File: src/rtl/rtz_pkg.sv
package rtz_pkg;
   // Code on one dual-rail pair, written {true, false}
   typedef enum logic [1:0] {
      RAIL_SPACER = 2'b00,
      RAIL_ZERO   = 2'b01,
      RAIL_ONE    = 2'b10,
      RAIL_BAD    = 2'b11
   } rail_pair_e;
endpackage

File: src/rtl/rtz_celem.sv
module rtz_celem #(
   parameter int N_IN = 2
) (
   input  logic            clk,
   input  logic            rst_n,
   input  logic [N_IN-1:0] c_in,
   output logic            c_out
);
   if (N_IN < 1) begin : g_bad_n
      $error("rtz_celem: N_IN must be at least 1");
   end

   // Agreement cell: follows the inputs when they all match, otherwise keeps state
   always_ff @(posedge clk or negedge rst_n) begin
      if (!rst_n)          c_out <= 1'b0;
      else if (&c_in)      c_out <= 1'b1;
      else if (~|c_in)     c_out <= 1'b0;
   end

   AST_CEL_RISE_ALL_HIGH: assert property (@(posedge clk) disable iff (!rst_n)
      $rose(c_out) |-> $past(&c_in));
   AST_CEL_FALL_ALL_LOW: assert property (@(posedge clk) disable iff (!rst_n)
      $fell(c_out) |-> $past(~|c_in));
endmodule

File: src/rtl/rtz_done.sv
module rtz_done
   import rtz_pkg::*;
#(
   parameter int WIDTH = 8,
   parameter int GROUP = 4
) (
   input  logic             clk,
   input  logic             rst_n,
   input  logic [WIDTH-1:0] rail_t,
   input  logic [WIDTH-1:0] rail_f,
   output logic             done
);
   localparam int NGRP = (WIDTH + GROUP - 1) / GROUP;
   localparam int PADW = NGRP * GROUP;

   logic [WIDTH-1:0] pair_ok;

   for (genvar i = 0; i < WIDTH; i++) begin : g_pair
      assign pair_ok[i] = (rail_pair_e'({rail_t[i], rail_f[i]}) != RAIL_SPACER);
   end

   if (WIDTH <= GROUP) begin : g_flat
      rtz_celem #(.N_IN(WIDTH)) u_root (
         .clk   (clk),
         .rst_n (rst_n),
         .c_in  (pair_ok),
         .c_out (done)
      );
   end else begin : g_tree
      logic [PADW-1:0] padded;
      logic [NGRP-1:0] grp_done;

      // Unused slots of the last group repeat its top pair, so hysteresis is kept
      for (genvar j = 0; j < PADW; j++) begin : g_pad
         if (j < WIDTH) begin : g_real
            assign padded[j] = pair_ok[j];
         end else begin : g_fill
            assign padded[j] = pair_ok[WIDTH-1];
         end
      end

      for (genvar g = 0; g < NGRP; g++) begin : g_leaf
         rtz_celem #(.N_IN(GROUP)) u_leaf (
            .clk   (clk),
            .rst_n (rst_n),
            .c_in  (padded[g*GROUP +: GROUP]),
            .c_out (grp_done[g])
         );
      end

      rtz_celem #(.N_IN(NGRP)) u_root (
         .clk   (clk),
         .rst_n (rst_n),
         .c_in  (grp_done),
         .c_out (done)
      );
   end
endmodule

File: src/rtl/rtz_stage.sv
module rtz_stage #(
   parameter int WIDTH = 8,
   parameter int GROUP = 4
) (
   input  logic             clk,
   input  logic             rst_n,
   input  logic [WIDTH-1:0] in_t,
   input  logic [WIDTH-1:0] in_f,
   input  logic             dn_ack,
   output logic [WIDTH-1:0] out_t,
   output logic [WIDTH-1:0] out_f,
   output logic             up_ack
);
   if (WIDTH < 1) begin : g_bad_width
      $error("rtz_stage: WIDTH must be at least 1");
   end
   if (GROUP < 2) begin : g_bad_group
      $error("rtz_stage: GROUP must be at least 2");
   end

   logic take_en;
   assign take_en = ~dn_ack;

   for (genvar i = 0; i < WIDTH; i++) begin : g_bit
      rtz_celem #(.N_IN(2)) u_t (
         .clk   (clk),
         .rst_n (rst_n),
         .c_in  ({in_t[i], take_en}),
         .c_out (out_t[i])
      );
      rtz_celem #(.N_IN(2)) u_f (
         .clk   (clk),
         .rst_n (rst_n),
         .c_in  ({in_f[i], take_en}),
         .c_out (out_f[i])
      );
   end

   rtz_done #(.WIDTH(WIDTH), .GROUP(GROUP)) u_done (
      .clk    (clk),
      .rst_n  (rst_n),
      .rail_t (out_t),
      .rail_f (out_f),
      .done   (up_ack)
   );

   // Per-pair occupancy of the outputs, used by the checks below
   logic [WIDTH-1:0] pair_live;
   assign pair_live = out_t | out_f;

   AST_NO_BAD_PAIR: assert property (@(posedge clk) disable iff (!rst_n)
      (out_t & out_f) == '0);
   AST_HOLD_VALID: assert property (@(posedge clk) disable iff (!rst_n)
      (!$past(dn_ack) && ($past(pair_live) == {WIDTH{1'b1}}))
         |-> ($stable(out_t) && $stable(out_f)));
   AST_BLOCK_NEW: assert property (@(posedge clk) disable iff (!rst_n)
      ($past(dn_ack) && ($past(pair_live) == '0)) |-> (pair_live == '0));
endmodule

File: config.mk
export PLATFORM = sky130hd
export DESIGN_NAME = rtz_stage
export DESIGN_NICKNAME = d
export VERILOG_FILES = /design/src/rtl/rtz_pkg.sv /design/src/rtl/rtz_celem.sv /design/src/rtl/rtz_done.sv /design/src/rtl/rtz_stage.sv
export SDC_FILE = /design/constraint.sdc
export NUM_CORES = 1
export LEC_CHECK = 0
export CAP_MARGIN = 20
export CORE_ASPECT_RATIO = 0.5
export CORE_UTILIZATION = 35
export CTS_BUF_LIST = sky130_fd_sc_hd__clkbuf_16
export DETAILED_ROUTE_END_ITERATION = 12
export DONT_BUFFER_PORTS = 1
export MAX_ROUTING_LAYER = met4
export PLACE_DENSITY = 0.53
export SYNTH_ARGS = -nofsm -noshare
export SYNTH_HDL_FRONTEND = slang
export SYNTH_HIERARCHICAL = 1
export SYNTH_SLANG_ARGS = --single-unit
File: constraint.sdc
create_clock -name clk -period 1.2 [get_ports clk]
set_input_delay 0.18 -clock clk [delete_from_list [all_inputs] [get_ports clk]]
set_output_delay 0.18 -clock clk [all_outputs]
set_load 0.01 [all_outputs]
==> results.sh <==
export IMPL_status="completed"
export IMPL_hold_violations=0
export IMPL_hpwl_um=1450
export IMPL_ir_drop_uv=908
export IMPL_synth_top_area_share_pct=45.3
export IMPL_hp_class="input pin to register"
export IMPL_highest_layer="met4"
export IMPL_synth_area_leader_cell="dfrtp_1"
export IMPL_finalMaxSlewViolations=0
export IMPL_syn_avg_cell_area_um2=15.4
export IMPL_yosysUniqueCellTypes=8
export IMPL_fin_crit_sh_pct=96.7
export IMPL_timing_rr_start="g_bit[2].u_t/c_out"
export IMPL_synth_warning_count=6
export IMPL_grt_pass1_wl_um=3280
export IMPL_seq_area_frac_synth_pct=45.3
export IMPL_vias=629
export IMPL_fp_dieArea_um2=3240
export IMPL_remaining_drc_errors=0
export IMPL_layout_drive_gt1_share_pct=45.1
export IMPL_setup_worst_path_start="g_bit[2].u_t/c_out"
export IMPL_numPortBuffers=0
export IMPL_io_pins=36
export IMPL_start_util_pct=38.6
export IMPL_grt_antenna_before_repair=0
export IMPL_wirelength_um=1890
export IMPL_final_cells=128
export IMPL_worstPathArrival_ns=1.29
export IMPL_cpPeakStageDelay_ns=0.37
export IMPL_max_freq_ghz=0.861
export IMPL_ctsRootBufferMaster="clkbuf_16"
export IMPL_leakage_nw=0.707
export IMPL_cp_slowest_cell="dfrtp_1"
export IMPL_whs_ns=0.206
export IMPL_via_per_inst=4.91
export IMPL_grt_usage_pct=14.8
export IMPL_h_tree_depth=1
export IMPL_path_clk_slew_ns=0.05
export IMPL_syn_nets=104
export IMPL_cts_buffers=3
export IMPL_crit_required_ns=1.32
export IMPL_clockBufferDepth=2
export IMPL_min_period_ns=1.16
export IMPL_drt_pass1_iterations=2
export IMPL_met3_length_um=147
export IMPL_grt_overflow_total=0
export IMPL_dieHeight_um=40.7
export IMPL_utilization_pct=49.2
export IMPL_cts_resized=0
export IMPL_critPathCaptureType="register"
export IMPL_fillers=228
export IMPL_layout_common_cells="19 x dfrtp_1, 17 x mux2_4, 17 x ha_1, 17 x buf_4, 8 x or2_1"
export IMPL_dp_cells=122
export IMPL_critPathKind="register to register"
export IMPL_power_density_nw_per_um2=1550
export IMPL_min_delay_start="in_t[0]"
export IMPL_coreArea_um2=2720
export IMPL_synth_area_leaders="dfrtp_1 45%, mux2_4 24%, ha_1 20%"
export IMPL_drt_iter0_markers=16
export IMPL_clkSinkCount=19
export IMPL_finClkSkew_ns=0.00189
export IMPL_rsz0062_at_grt="yes"
export IMPL_rows=13
export IMPL_nNetsFinal=128
export IMPL_netlist_area_um2=1050
export IMPL_max_slew_margin_rel_pct=44.0
export IMPL_critPathLaunchType="register"
export IMPL_cts_tree="built"
export IMPL_cap_violations=0
export IMPL_synth_seq_cells=19
export IMPL_mostFrequentLayoutCell="dfrtp_1"
export IMPL_path_cells="or2_1 -> o41ai_2 -> nand2_1"
export IMPL_wl_met2_um=925
export IMPL_die_w_um=79.5
export IMPL_wire_per_inst_um=14.8
export IMPL_setup_violations=0
export IMPL_grt_max_degree=20
export IMPL_clk_latency_ns=0.25
export IMPL_path_max_fanout=2
export IMPL_grt_pass1_vias=699
export IMPL_postSynthCellCount=68
export IMPL_postRouteAntennaNets=0
export IMPL_drt_met1_wl_um=800
export IMPL_n_antenna_cell=0
export IMPL_tightest_slew_ns=0.838
export IMPL_syn2layout_area_growth_pct=27.3
export IMPL_place_gp_congestion=0.591
==> cell type report <==
class                           instances  area (um^2)  share of cell area (%)
Multi-Input combinational cell         48          571                    42.7
Timing Repair Buffer                   19          158                    11.8
Inverter                                1         7.51                   0.562
Tap cell                               37         46.3                    3.46
Clock buffer                            3         75.1                    5.62
Clock inverter                          1         3.75                   0.281
Sequential cell                        19          475                    35.6
==> cells in the mapped netlist <==
| master | count |
|---|---|
| mux2_4 | 17 |
| inv_1 | 1 |
| nand2_1 | 2 |
| dfrtp_1 | 19 |
| o41ai_2 | 2 |
| or2_1 | 8 |
| ha_1 | 17 |
| nand4_1 | 2 |
==> through the flow <==
stage	setup TNS [ns]	power (mW)	setup slack [ns]	area [um^2]
floorplan	0	1.22	0.0373	1050
global placement	0	1.39	0.0629	1240
detailed placement	0	1.41	0.0536	1240
CTS	0	2.10	0.0329	1330
global route	-0.0794	2.22	-0.0664	1340
finish	0	2.07	0.0391	1340
==> flip-flops by register name, summed over array words and instances (netlist names) <==
name and count:
g_bit.u_t/c_out 8, u_done/g_tree.u_root/c_out 1, g_bit.u_f/c_out 8, u_done/g_tree.g_leaf.u_leaf/c_out 2
==> power by group <==
group / internal, mW / switching [mW] / total, mW
registers: 0.759 / 0.0736 / 0.833
clock network: 0.442 / 0.219 / 0.662
logic: 0.341 / 0.239 / 0.580
==> cell families (layout without fill, tap and decap cells) <==
family / Yosys count / count (layout) / share of synthesized area, %
AND/OR/NAND/NOR: 12 / 12 / 6.67
buffers and inverters: 1 / 24 / 0.357
adder cells (fa/ha/maj): 17 / 17 / 20.3
flip-flops: 19 / 19 / 45.3
multiplexers: 17 / 17 / 24.3
AO/OA/AOI/OAI: 2 / 2 / 3.10
==> layer usage <==
| metal | GRT usage (%) | up-vias |
|---|---|---|
| met5 | - | - |
| met4 | 2.73 | 0 |
| met3 | 6.22 | 2 |
| met2 | 26.7 | 23 |
| met1 | 16.1 | 310 |
| li1 | - | 294 |
==> path summary, 6_finish.rpt <==
path / to / slack, ns / cells after the start
worst max-delay path: u_done/g_tree.g_leaf[0].u_leaf/c_out / 0.04 / 3
worst max register to register: u_done/g_tree.g_leaf[0].u_leaf/c_out / 0.04 / 3
worst min register to register: u_done/g_tree.g_leaf[0].u_leaf/c_out / 0.52 / 2
worst min-delay path: g_bit[0].u_t/c_out / 0.21 / 2
max in group asynchronous: g_bit[3].u_f/c_out / 0.20 / 1
min in group asynchronous: u_done/g_tree.u_root/c_out / 0.48 / 1
==> worst max-delay path, delay by kind of cell (launching register included) <==
kind / cells / cell delay (ns)
AND/OR/NAND/NOR: 2 / 0.35
flip-flops: 1 / 0.37
AO/OA/AOI/OAI: 1 / 0.33
==> what timing repair did <==
| item | in CTS | in global routing |
|---|---|---|
| hold buffers | 1 | 0 |
| endpoints found under the setup margin | 0 | 2 |
| buffers inserted | 0 | 1 |
| endpoints found under the hold margin | 19 | 0 |
(Power assumes the default switching activity.)
